### src/rtl/swd_tp_pkg.sv
package swd_tp_pkg;

   typedef enum logic [2:0] {
      ST_IDLE,
      ST_REQ,
      ST_TRN_REQ,
      ST_ACK,
      ST_RDATA,
      ST_TRN_END,
      ST_TRN_WR,
      ST_WDATA
   } swd_state_e;

   // acknowledge codes, bit 0 is the first bit on the line
   localparam logic [2:0] ACK_OK    = 3'b001;
   localparam logic [2:0] ACK_WAIT  = 3'b010;
   localparam logic [2:0] ACK_FAULT = 3'b100;

   typedef struct packed {
      logic       ap;
      logic       rd;
      logic [1:0] addr;
   } swd_req_t;

endpackage

### src/rtl/swd_tp_sync.sv
module swd_tp_sync #(
   parameter int STAGES = 2
) (
   input  logic clk,
   input  logic rst_n,
   input  logic swclk_i,
   input  logic swdio_i,
   output logic rise_o,
   output logic sdi_o
);
   logic [STAGES-1:0] clk_sh;
   logic [STAGES-1:0] dat_sh;
   logic              clk_last;

   for (genvar g = 0; g < STAGES; g++) begin : g_stage
      if (g == 0) begin : g_first
         always_ff @(posedge clk or negedge rst_n) begin
            if (!rst_n) begin
               clk_sh[0] <= 1'b0;
               dat_sh[0] <= 1'b0;
            end else begin
               clk_sh[0] <= swclk_i;
               dat_sh[0] <= swdio_i;
            end
         end
      end else begin : g_next
         always_ff @(posedge clk or negedge rst_n) begin
            if (!rst_n) begin
               clk_sh[g] <= 1'b0;
               dat_sh[g] <= 1'b0;
            end else begin
               clk_sh[g] <= clk_sh[g-1];
               dat_sh[g] <= dat_sh[g-1];
            end
         end
      end
   end

   always_ff @(posedge clk or negedge rst_n) begin
      if (!rst_n) clk_last <= 1'b0;
      else        clk_last <= clk_sh[STAGES-1];
   end

   assign rise_o = clk_sh[STAGES-1] & ~clk_last;
   assign sdi_o  = dat_sh[STAGES-1];
endmodule

### src/rtl/swd_tp_linerst.sv
module swd_tp_linerst #(
   parameter int ONES = 50
) (
   input  logic clk,
   input  logic rst_n,
   input  logic bit_evt_i,
   input  logic bit_val_i,
   output logic line_rst_o
);
   localparam int CW = $clog2(ONES + 1);
   localparam logic [CW-1:0] LIMIT = CW'(ONES);

   logic [CW-1:0] run_q;

   // fires on the sampled 1 that makes the run one longer than ONES
   assign line_rst_o = bit_evt_i & bit_val_i & (run_q == LIMIT);

   always_ff @(posedge clk or negedge rst_n) begin
      if (!rst_n) begin
         run_q <= '0;
      end else if (bit_evt_i) begin
         if (!bit_val_i || line_rst_o) run_q <= '0;
         else                          run_q <= run_q + 1'b1;
      end
   end
endmodule

### src/rtl/swd_tp_regbank.sv
module swd_tp_regbank #(
   parameter int          DW      = 32,
   parameter logic [31:0] ID_CODE = 32'h1BA01477
) (
   input  logic          clk,
   input  logic          rst_n,
   input  logic          wr_en_i,
   input  logic          wr_ap_i,
   input  logic [1:0]    wr_addr_i,
   input  logic [DW-1:0] wr_data_i,
   input  logic          rd_ap_i,
   input  logic [1:0]    rd_addr_i,
   output logic [DW-1:0] rd_data_o
);
   localparam int NREG = 4;

   logic [DW-1:0] ap_view [NREG];
   logic [DW-1:0] dp_view [NREG];

   for (genvar g = 0; g < NREG; g++) begin : g_word
      logic [DW-1:0] ap_q;
      always_ff @(posedge clk or negedge rst_n) begin
         if (!rst_n)                                   ap_q <= '0;
         else if (wr_en_i && wr_ap_i && wr_addr_i == 2'(g)) ap_q <= wr_data_i;
      end
      assign ap_view[g] = ap_q;

      if (g == 0) begin : g_id
         assign dp_view[g] = DW'(ID_CODE);
      end else begin : g_dp
         logic [DW-1:0] dp_q;
         always_ff @(posedge clk or negedge rst_n) begin
            if (!rst_n)                                        dp_q <= '0;
            else if (wr_en_i && !wr_ap_i && wr_addr_i == 2'(g)) dp_q <= wr_data_i;
         end
         assign dp_view[g] = dp_q;
      end
   end

   assign rd_data_o = rd_ap_i ? ap_view[rd_addr_i] : dp_view[rd_addr_i];
endmodule

### src/rtl/swd_target_port.sv
module swd_target_port
   import swd_tp_pkg::*;
#(
   parameter int          DATA_W          = 32,
   parameter logic [31:0] ID_CODE         = 32'h1BA01477,
   parameter int          LINE_RESET_ONES = 50,
   parameter int          SYNC_STAGES     = 2,
   parameter bit          STALL_EN        = 1'b1
) (
   input  logic clk,
   input  logic rst_n,
   input  logic swclk_i,
   input  logic swdio_i,
   input  logic ap_stall_i,
   output logic swdio_o,
   output logic swdio_oe_o,
   output logic err_sticky_o
);
   localparam int CW = $clog2(DATA_W + 2);
   localparam logic [CW-1:0] LAST_D = CW'(DATA_W);
   localparam logic [CW-1:0] LAST_P = CW'(DATA_W + 1);

   if (DATA_W < 8 || DATA_W > 32) begin : g_bad_width
      $error("swd_target_port: DATA_W out of range");
   end
   if (SYNC_STAGES < 2) begin : g_bad_sync
      $error("swd_target_port: SYNC_STAGES must be at least 2");
   end
   if (LINE_RESET_ONES < 40) begin : g_bad_run
      $error("swd_target_port: LINE_RESET_ONES must exceed the longest legal run");
   end

   logic bit_evt, sdi, line_rst;

   swd_tp_sync #(.STAGES(SYNC_STAGES)) u_sync (
      .clk    (clk),
      .rst_n  (rst_n),
      .swclk_i(swclk_i),
      .swdio_i(swdio_i),
      .rise_o (bit_evt),
      .sdi_o  (sdi)
   );

   swd_tp_linerst #(.ONES(LINE_RESET_ONES)) u_lrst (
      .clk       (clk),
      .rst_n     (rst_n),
      .bit_evt_i (bit_evt),
      .bit_val_i (sdi),
      .line_rst_o(line_rst)
   );

   swd_state_e        state_q;
   logic [CW-1:0]     cnt_q;
   logic [6:0]        hdr_q;
   swd_req_t          req_q;
   logic [2:0]        ack_q;
   logic [DATA_W-1:0] sh_q;
   logic              par_q;
   logic              oe_q, out_q, sticky_q;

   // header decode at the park bit
   swd_req_t  hdr_req;
   logic      hdr_ok, stall_hit;
   logic [2:0] ack_next;

   assign hdr_req.ap   = hdr_q[1];
   assign hdr_req.rd   = hdr_q[2];
   assign hdr_req.addr = {hdr_q[4], hdr_q[3]};
   assign hdr_ok = hdr_q[0] & ((^hdr_q[4:1]) == hdr_q[5]) & ~hdr_q[6] & sdi;

   if (STALL_EN) begin : g_stall
      assign stall_hit = hdr_req.ap & ap_stall_i;
   end else begin : g_nostall
      logic unused_stall;
      assign unused_stall = ap_stall_i;
      assign stall_hit    = 1'b0;
   end

   always_comb begin
      if (sticky_q && (hdr_req.ap || hdr_req.addr != 2'd0)) ack_next = ACK_FAULT;
      else if (stall_hit)                                    ack_next = ACK_WAIT;
      else                                                   ack_next = ACK_OK;
   end

   // write data completion
   logic at_wpar, wpar_good, wr_fire, wpar_bad;
   assign at_wpar   = bit_evt & ~line_rst & (state_q == ST_WDATA) & (cnt_q == LAST_D);
   assign wpar_good = ((^sh_q) == sdi);
   assign wr_fire   = at_wpar & wpar_good;
   assign wpar_bad  = at_wpar & ~wpar_good;

   logic [DATA_W-1:0] rd_data;

   swd_tp_regbank #(.DW(DATA_W), .ID_CODE(ID_CODE)) u_regs (
      .clk      (clk),
      .rst_n    (rst_n),
      .wr_en_i  (wr_fire),
      .wr_ap_i  (req_q.ap),
      .wr_addr_i(req_q.addr),
      .wr_data_i(sh_q),
      .rd_ap_i  (req_q.ap),
      .rd_addr_i(req_q.addr),
      .rd_data_o(rd_data)
   );

   always_ff @(posedge clk or negedge rst_n) begin
      if (!rst_n) begin
         sticky_q <= 1'b0;
      end else if (line_rst) begin
         sticky_q <= 1'b0;
      end else if (wpar_bad) begin
         sticky_q <= 1'b1;
      end else if (wr_fire && !req_q.ap && req_q.addr == 2'd0) begin
         sticky_q <= 1'b0;
      end
   end

   always_ff @(posedge clk or negedge rst_n) begin
      if (!rst_n) begin
         state_q <= ST_IDLE;
         cnt_q   <= '0;
         hdr_q   <= '0;
         req_q   <= '0;
         ack_q   <= ACK_OK;
         sh_q    <= '0;
         par_q   <= 1'b0;
         oe_q    <= 1'b0;
         out_q   <= 1'b0;
      end else if (line_rst) begin
         state_q <= ST_IDLE;
         cnt_q   <= '0;
         oe_q    <= 1'b0;
         out_q   <= 1'b0;
      end else if (bit_evt) begin
         unique case (state_q)
            ST_IDLE: begin
               if (sdi) begin
                  hdr_q   <= 7'b000_0001;
                  cnt_q   <= CW'(1);
                  state_q <= ST_REQ;
               end
            end
            ST_REQ: begin
               if (cnt_q == CW'(7)) begin
                  if (hdr_ok) begin
                     req_q   <= hdr_req;
                     ack_q   <= ack_next;
                     state_q <= ST_TRN_REQ;
                  end else begin
                     state_q <= ST_IDLE;
                  end
               end else begin
                  hdr_q[cnt_q[2:0]] <= sdi;
                  cnt_q             <= cnt_q + 1'b1;
               end
            end
            ST_TRN_REQ: begin
               oe_q    <= 1'b1;
               out_q   <= ack_q[0];
               cnt_q   <= CW'(1);
               state_q <= ST_ACK;
            end
            ST_ACK: begin
               if (cnt_q != CW'(3)) begin
                  out_q <= ack_q[cnt_q[1:0]];
                  cnt_q <= cnt_q + 1'b1;
               end else if (ack_q == ACK_OK && req_q.rd) begin
                  out_q   <= rd_data[0];
                  sh_q    <= rd_data >> 1;
                  par_q   <= ^rd_data;
                  cnt_q   <= CW'(1);
                  state_q <= ST_RDATA;
               end else begin
                  oe_q    <= 1'b0;
                  out_q   <= 1'b0;
                  state_q <= (ack_q == ACK_OK) ? ST_TRN_WR : ST_TRN_END;
               end
            end
            ST_RDATA: begin
               if (cnt_q < LAST_D) begin
                  out_q <= sh_q[0];
                  sh_q  <= sh_q >> 1;
                  cnt_q <= cnt_q + 1'b1;
               end else if (cnt_q == LAST_D) begin
                  out_q <= par_q;
                  cnt_q <= LAST_P;
               end else begin
                  oe_q    <= 1'b0;
                  out_q   <= 1'b0;
                  state_q <= ST_TRN_END;
               end
            end
            ST_TRN_END: begin
               state_q <= ST_IDLE;
            end
            ST_TRN_WR: begin
               cnt_q   <= '0;
               state_q <= ST_WDATA;
            end
            ST_WDATA: begin
               if (cnt_q < LAST_D) begin
                  sh_q  <= {sdi, sh_q[DATA_W-1:1]};
                  cnt_q <= cnt_q + 1'b1;
               end else begin
                  state_q <= ST_IDLE;
               end
            end
            default: state_q <= ST_IDLE;
         endcase
      end
   end

   assign swdio_o      = out_q;
   assign swdio_oe_o   = oe_q;
   assign err_sticky_o = sticky_q;
endmodule

### config.mk
export PLATFORM = sky130hd
export DESIGN_NAME = swd_target_port
export DESIGN_NICKNAME = d
export VERILOG_FILES = /design/src/rtl/swd_tp_pkg.sv /design/src/rtl/swd_tp_sync.sv /design/src/rtl/swd_tp_linerst.sv /design/src/rtl/swd_tp_regbank.sv /design/src/rtl/swd_target_port.sv
export SDC_FILE = /design/constraint.sdc
export NUM_CORES = 1
export LEC_CHECK = 0
export BUFFER_PORTS_ARGS = -buffer_cell sky130_fd_sc_hd__buf_2
export CORE_MARGIN = 2
export CORE_UTILIZATION = 40
export CTS_CLUSTER_SIZE = 12
export DETAILED_ROUTE_END_ITERATION = 7
export GPL_TIMING_DRIVEN = 0
export PLACE_DENSITY = 0.64
export SETUP_SLACK_MARGIN = 0.05
export SLEW_MARGIN = 0
export SYNTH_ARGS = -nofsm -noshare
export SYNTH_HDL_FRONTEND = slang
export SYNTH_HIERARCHICAL = 1
export SYNTH_SLANG_ARGS = --single-unit
### constraint.sdc
create_clock -name clk -period 5.7 [get_ports clk]
set_input_delay 1.14 -clock clk [delete_from_list [all_inputs] [get_ports clk]]
set_output_delay 1.14 -clock clk [all_outputs]
set_load 0.005 [all_outputs]
==> flow_summary.yaml, run 1 <==
run_status:
  status: "finished, final reports clean"
detailed_routing:
  drc_errors: 0
  routed_via_density: 5.680
  dr.first_iter.drc_count: 616
  detail-route-antenna-nets: 0
  wl_um: 36150
  vias: 9587
  first_pass_iters: 5
  post_drt_wl_per_cell_um: 21.42
setup_path:
  r2r.worst_path.cells: 12
  required_ns: 6.09
  crit_type: "register to register"
  worst-path-max-fanout: 10
  worst_ep_arrival_time_ns: 4.20
  startpoint_type: "register"
  r2r_slack_ns: 1.89
  cp-end-kind: "register"
power:
  powerDensity_nw_per_um2: 334.1
  leakagePower_nw: 7.623
  power_mw: 5.506
  switching_power_mw: 1.622
  sw_frac_of_total_pct: 29.46
  power_frac_clock_pct: 39.2
  combPwrFrac_pct: 17.4
  vdd_drop_max_mv: 0.1983
  pwr-share-seq_pct: 43.3
  p_int_mw: 3.884
floorplan:
  die_w_um: 195.6
  die_area_um2: 38240
  row_count: 70
  start_util_pct: 40.38
  die_y_um: 195.6
  core-area_um2: 36350
  io_pins: 8
layout:
  nNetsFinal: 1207
  utilization_pct: 45.34
  layout_commonest_cell: "dfrtp_1"
  syn_to_final_growth_pct: 12.28
  n_antenna_cell: 0
  layout_common_cells: "dfrtp_1 (293), mux2_2 (196), mux2i_1 (115)"
  layout-drive-gt1-share_pct: 29.02
sta:
  worst_slew_pin_slew_ns: 1.119
  drv_slew: 0
  setup_slack_ns: 1.886
  fin_crit_ns: 3.814
  hold_violations: 0
  rsz0062_at_grt: "no"
  period_share_pct: 66.91
  finClkSkew_ns: 0.02201
  maxSlewHeadroom_pct: 24.88
  finalSetupViolCount: 0
  max_freq_mhz: 262.2
logic_synthesis:
  synth_edf_count: 0
  ys_warn_count: 6
  seq_area_frac_synth_pct: 50.14
  synthFlopType: "dfrtp_1"
  ys_ff_latch: 294
  syn-num-nets: 1162
  ys_types: 72
  synthCells: 1152
  syn_avg_cell_area_um2: 12.74
  synth_area_um2: 14680
  synth-async-reset-ratio_pct: 100.0
placed_design:
  gp_congestion: 0.8766
  place_hpwl_um: 23610
  dp_slack_ns: 1.879
  portBuffers: 7
cts:
  cts_buffer_depth: 3
  hold_buffers: 0
  cts_root_buf: "clkbuf_16"
  post_cts_buffers: 0
  clock_sinks: 294
  post_cts_resized: 0
  cts.clk_slew.worst_paths_ns: 0.05
  cts_tree: "done"
  clk_latency_ns: 0.53
  cts-buffers-inserted: 34
  h-tree-depth: 2
grt:
  grt_pass1_vias: 9780
  grt_max_degree: 112
  grt_use_total_pct: 19.24
  grt_pass1_wl_um: 57360
  grt_overflow: 0
  antenna_found_initial: 0
hold_path:
  whs_path_depth: 0
  hp-class: "register to register"
job:
  cap_violations: 0
==> kinds of logic after synthesis <==
kind of cell / synth area share (%)
buf+inv: 3.973
fa+ha+maj: 0.4263
flops: 50.14
xor+xnor: 3.973
simple gates: 5.703
compound gates: 8.457
mux: 27.33
==> layout make-up <==
| class | instances | area, µm² |
|---|---|---|
| buffer | 79 | 478.0 |
| clock buffer | 53 | 1042 |
| clock inverter | 6 | 73.82 |
| fill | 3247 | 19870 |
| inverter | 28 | 105.1 |
| multi-input combinational | 751 | 6735 |
| sequential | 294 | 7358 |
| tap | 468 | 585.6 |
| timing repair buffer | 9 | 100.1 |
==> Yosys cell counts, drive strengths merged, types with 6 or more instances <==
| library cell | count | share of area (%) |
|---|---|---|
| xnor2 | 56 | 3.3 |
| nand2b | 7 | 0.30 |
| o221ai | 14 | 0.84 |
| o21ai | 56 | 1.9 |
| nand3 | 18 | 0.65 |
| nor2 | 22 | 0.56 |
| mux2i | 115 | 7.8 |
| mux2 | 244 | 19 |
| clkbuf | 26 | 0.66 |
| xor2 | 8 | 0.48 |
| nor2b | 6 | 0.31 |
| a221oi | 36 | 2.1 |
| dfrtp | 293 | 50 |
| inv | 28 | 0.72 |
| a221o | 14 | 0.95 |
| nand2 | 62 | 1.6 |
| buf | 53 | 2.6 |
| a21oi | 11 | 0.38 |
==> state kept, by name, summed over array words and instances (netlist names), 4 cells and up <==
register and count:
u_lrst/run_q 6, hdr_q 7, u_regs/g_word.ap_q 128, sh_q 32, u_regs/g_word.g_dp.dp_q 96, cnt_q 6
req_q 4
==> per-stage QoR <==
stage / hold WS, ns / setup TNS [ns] / cell area [µm²] / instances
detailed placement: 0.3389 / 0 / 15360 / 1629
finish: 0.3494 / 0 / 16480 / 1688
global route: 0.3785 / 0 / 16480 / 1688
CTS: 0.3517 / 0 / 16480 / 1688
global placement: 0.3457 / -582.85 / 15300 / 1627
floorplan: 0.3312 / 0 / 14680 / 1152
==> final timing paths <==
path,end,start
worst max register to register,u_regs/g_word[0].ap_q[23],u_sync/sdi_o
worst max-delay path,u_regs/g_word[0].ap_q[23],u_sync/sdi_o
worst min register to register,u_sync/clk_sh[1],u_sync/clk_sh[0]
max in group asynchronous,u_regs/g_word[3].g_dp.dp_q[26],rst_n
worst min-delay path,u_sync/clk_sh[1],u_sync/clk_sh[0]
min in group asynchronous,u_sync/clk_sh[1],rst_n
==> power groups by stage <==
| stage | Combinational [mW] | Sequential, mW | Clock [mW] |
|---|---|---|---|
| floorplan | 0.702 | 2.34 | 0 |
| global placement | 0.939 | 2.42 | 0 |
| detailed placement | 0.953 | 2.42 | 0 |
| CTS | 0.957 | 2.38 | 2.21 |
| global route | 1.07 | 2.41 | 2.31 |
| finish | 0.960 | 2.39 | 2.16 |
==> critical path, stage by stage (launching register included) <==
cell      delay (ns)
dfrtp_1         0.45
clkbuf_1        0.36
xnor2_1         0.15
xnor2_1         0.17
xnor2_1         0.34
xnor3_1         0.58
xnor2_1         0.16
nor2_1          0.10
buf_4           0.18
nand2_1         0.07
nor3_2          0.42
buf_4           0.35
mux2_2          0.36
==> metal layers <==
metal	vias up	wire (µm)	global-route usage (%)
met5	-	0	0
li1	4315	-	-
met1	4997	16590	26.57
met3	60	1596	3.040
met2	215	17200	31.43
met4	0	770	5.457
No activity file was read; power rests on OpenSTA's default activity.
==> run 2, diff against run 1 <==
clock period = 4 ns   (was 5.7 ns; I/O delays follow)
==> flow_summary.yaml, run 2 (same netlist as run 1, synthesis figures left out) <==
power:
  combPwrFrac_pct: 17.5
  leakagePower_nw: 7.621
  sw_frac_of_total_pct: 29.44
  power_frac_clock_pct: 39.2
  power_mw: 7.844
  switching_power_mw: 2.309
  pwr-share-seq_pct: 43.3
  p_int_mw: 5.534
  powerDensity_nw_per_um2: 475.8
  vdd_drop_max_mv: 0.2820
floorplan:
  die_area_um2: 38240
  start_util_pct: 40.38
  die_y_um: 195.6
  row_count: 70
  core-area_um2: 36350
  io_pins: 8
  die_w_um: 195.6
run_status:
  status: "finished, final reports clean"
sta:
  rsz0062_at_grt: "no"
  finalSetupViolCount: 0
  whs_ns: 0.3014
  maxSlewHeadroom_pct: 27.08
  max_freq_mhz: 266.8
  drv_slew: 0
  totalNegativeSetupSlack_ns: 0
  hold_violations: 0
  worst_slew_pin_slew_ns: 1.087
  finClkSkew_ns: 0.02199
  period_share_pct: 93.72
  setup_slack_ns: 0.2513
  fin_crit_ns: 3.749
layout:
  utilization_pct: 45.36
  layout-drive-gt1-share_pct: 29.10
  layout_common_cells: "dfrtp_1 (293), mux2_2 (196), mux2i_1 (115)"
  reg_top3: "u_regs/g_word.ap_q x128, u_regs/g_word.g_dp.dp_q x96, sh_q x32"
  largest_register: "u_regs/g_word.ap_q"
  layout_commonest_cell: "dfrtp_1"
  largest_register_ffs: 128
  nNetsFinal: 1207
  fillers: 3247
  multi_input_area_um2: 6741
  syn_to_final_growth_pct: 12.33
  stdcell_count: 1688
  seqCellArea_um2: 7358
  stdcell_area_um2: 16490
  n_antenna_cell: 0
hold_path:
  hp-class: "input port to asynchronous set/reset pin"
detailed_routing:
  vias: 9620
  first_pass_iters: 5
  detail-route-antenna-nets: 0
  drc_errors: 0
  routed_via_density: 5.699
  post_drt_wl_per_cell_um: 21.45
  dr.first_iter.drc_count: 593
  wl_um: 36210
setup_path:
  worst-path-max-fanout: 10
  worstSetupStartpoint: "req_q[1]"
  timing.rr.end: "par_q"
  cp-end-kind: "register"
  required_ns: 4.37
  cp-endpoint: "par_q"
  r2r.worst_path.cells: 12
  worst_ep_arrival_time_ns: 4.12
  timing.rr.start: "req_q[1]"
  r2r_slack_ns: 0.25
  startpoint_type: "register"
  crit_type: "register to register"
grt:
  grt_pass1_vias: 9780
  grt_max_degree: 112
  grt_overflow: 0
  antenna_found_initial: 0
  grt_use_total_pct: 19.24
  grt_pass1_wl_um: 57360
cts:
  post_cts_resized: 0
  cts-buffers-inserted: 34
  clk_latency_ns: 0.53
  hold_buffers: 0
  cts_tree: "done"
  cts.clk_slew.worst_paths_ns: 0.06
  clock_sinks: 294
  cts_buffer_depth: 3
  h-tree-depth: 2
  post_cts_buffers: 0
  cts_root_buf: "clkbuf_16"
placed_design:
  place_hpwl_um: 23610
  gp_congestion: 0.8766
  portBuffers: 7
  postPlaceCellArea_um2: 15360
  dp_slack_ns: 0.1787
  placedCellCount: 1629
job:
  cap_violations: 0
## run 2: worst max-delay path, cell delays in order (launching register included)
cell,delay [ns]
dfrtp_1,0.39
buf_4,0.26
nor2b_1,0.16
buf_2,0.29
buf_4,0.26
a221oi_1,0.11
a221oi_1,0.76
xnor2_1,0.20
xnor2_1,0.36
xnor2_1,0.13
xnor2_1,0.32
xnor2_1,0.23
a31oi_1,0.13
## run 2: power by group through the flow
stage          logic (mW)  registers, mW  clock network, mW
2_1_floorplan        1.00           3.34                  0
3_3_place_gp         1.34           3.44                  0
3_5_place_dp         1.36           3.45                  0
4_1_cts              1.36           3.40               3.15
5_1_grt              1.52           3.43               3.29
6_report             1.37           3.40               3.08
## run 2: final cells by class
cell class / instances / area share (%)
clock inverters: 6 / 0.4478
repair buffers: 9 / 0.6072
plain buffers: 79 / 2.907
inverters: 28 / 0.6375
well taps: 468 / 3.552
clock buffers: 53 / 6.322
multi-input cells: 751 / 40.89
flip-flops and latches: 294 / 44.63
## run 2: how the worst min path moves through the flow
stage | slack [ns] | cells after the start | endpoint | from
after floorplan | 0.33 | 0 | u_sync/clk_sh[1] | u_sync/clk_sh[0]
after global placement | 0.35 | 0 | u_sync/sdi_o | u_sync/dat_sh[0]
after detailed placement | 0.34 | 0 | u_sync/clk_sh[1] | u_sync/clk_sh[0]
after CTS | 0.32 | 1 | u_sync/clk_sh[1] | rst_n
after global routing | 0.36 | 1 | u_sync/clk_sh[1] | rst_n
final | 0.30 | 1 | u_sync/clk_sh[1] | rst_n
## run 2: metal layers
metal	vias to the layer above	track usage (%)	share of wire (%)
met5	-	0	0
met4	0	5.457	2.2
met1	5028	26.57	46
li1	4321	-	-
met3	62	3.040	4.2
met2	209	31.43	48
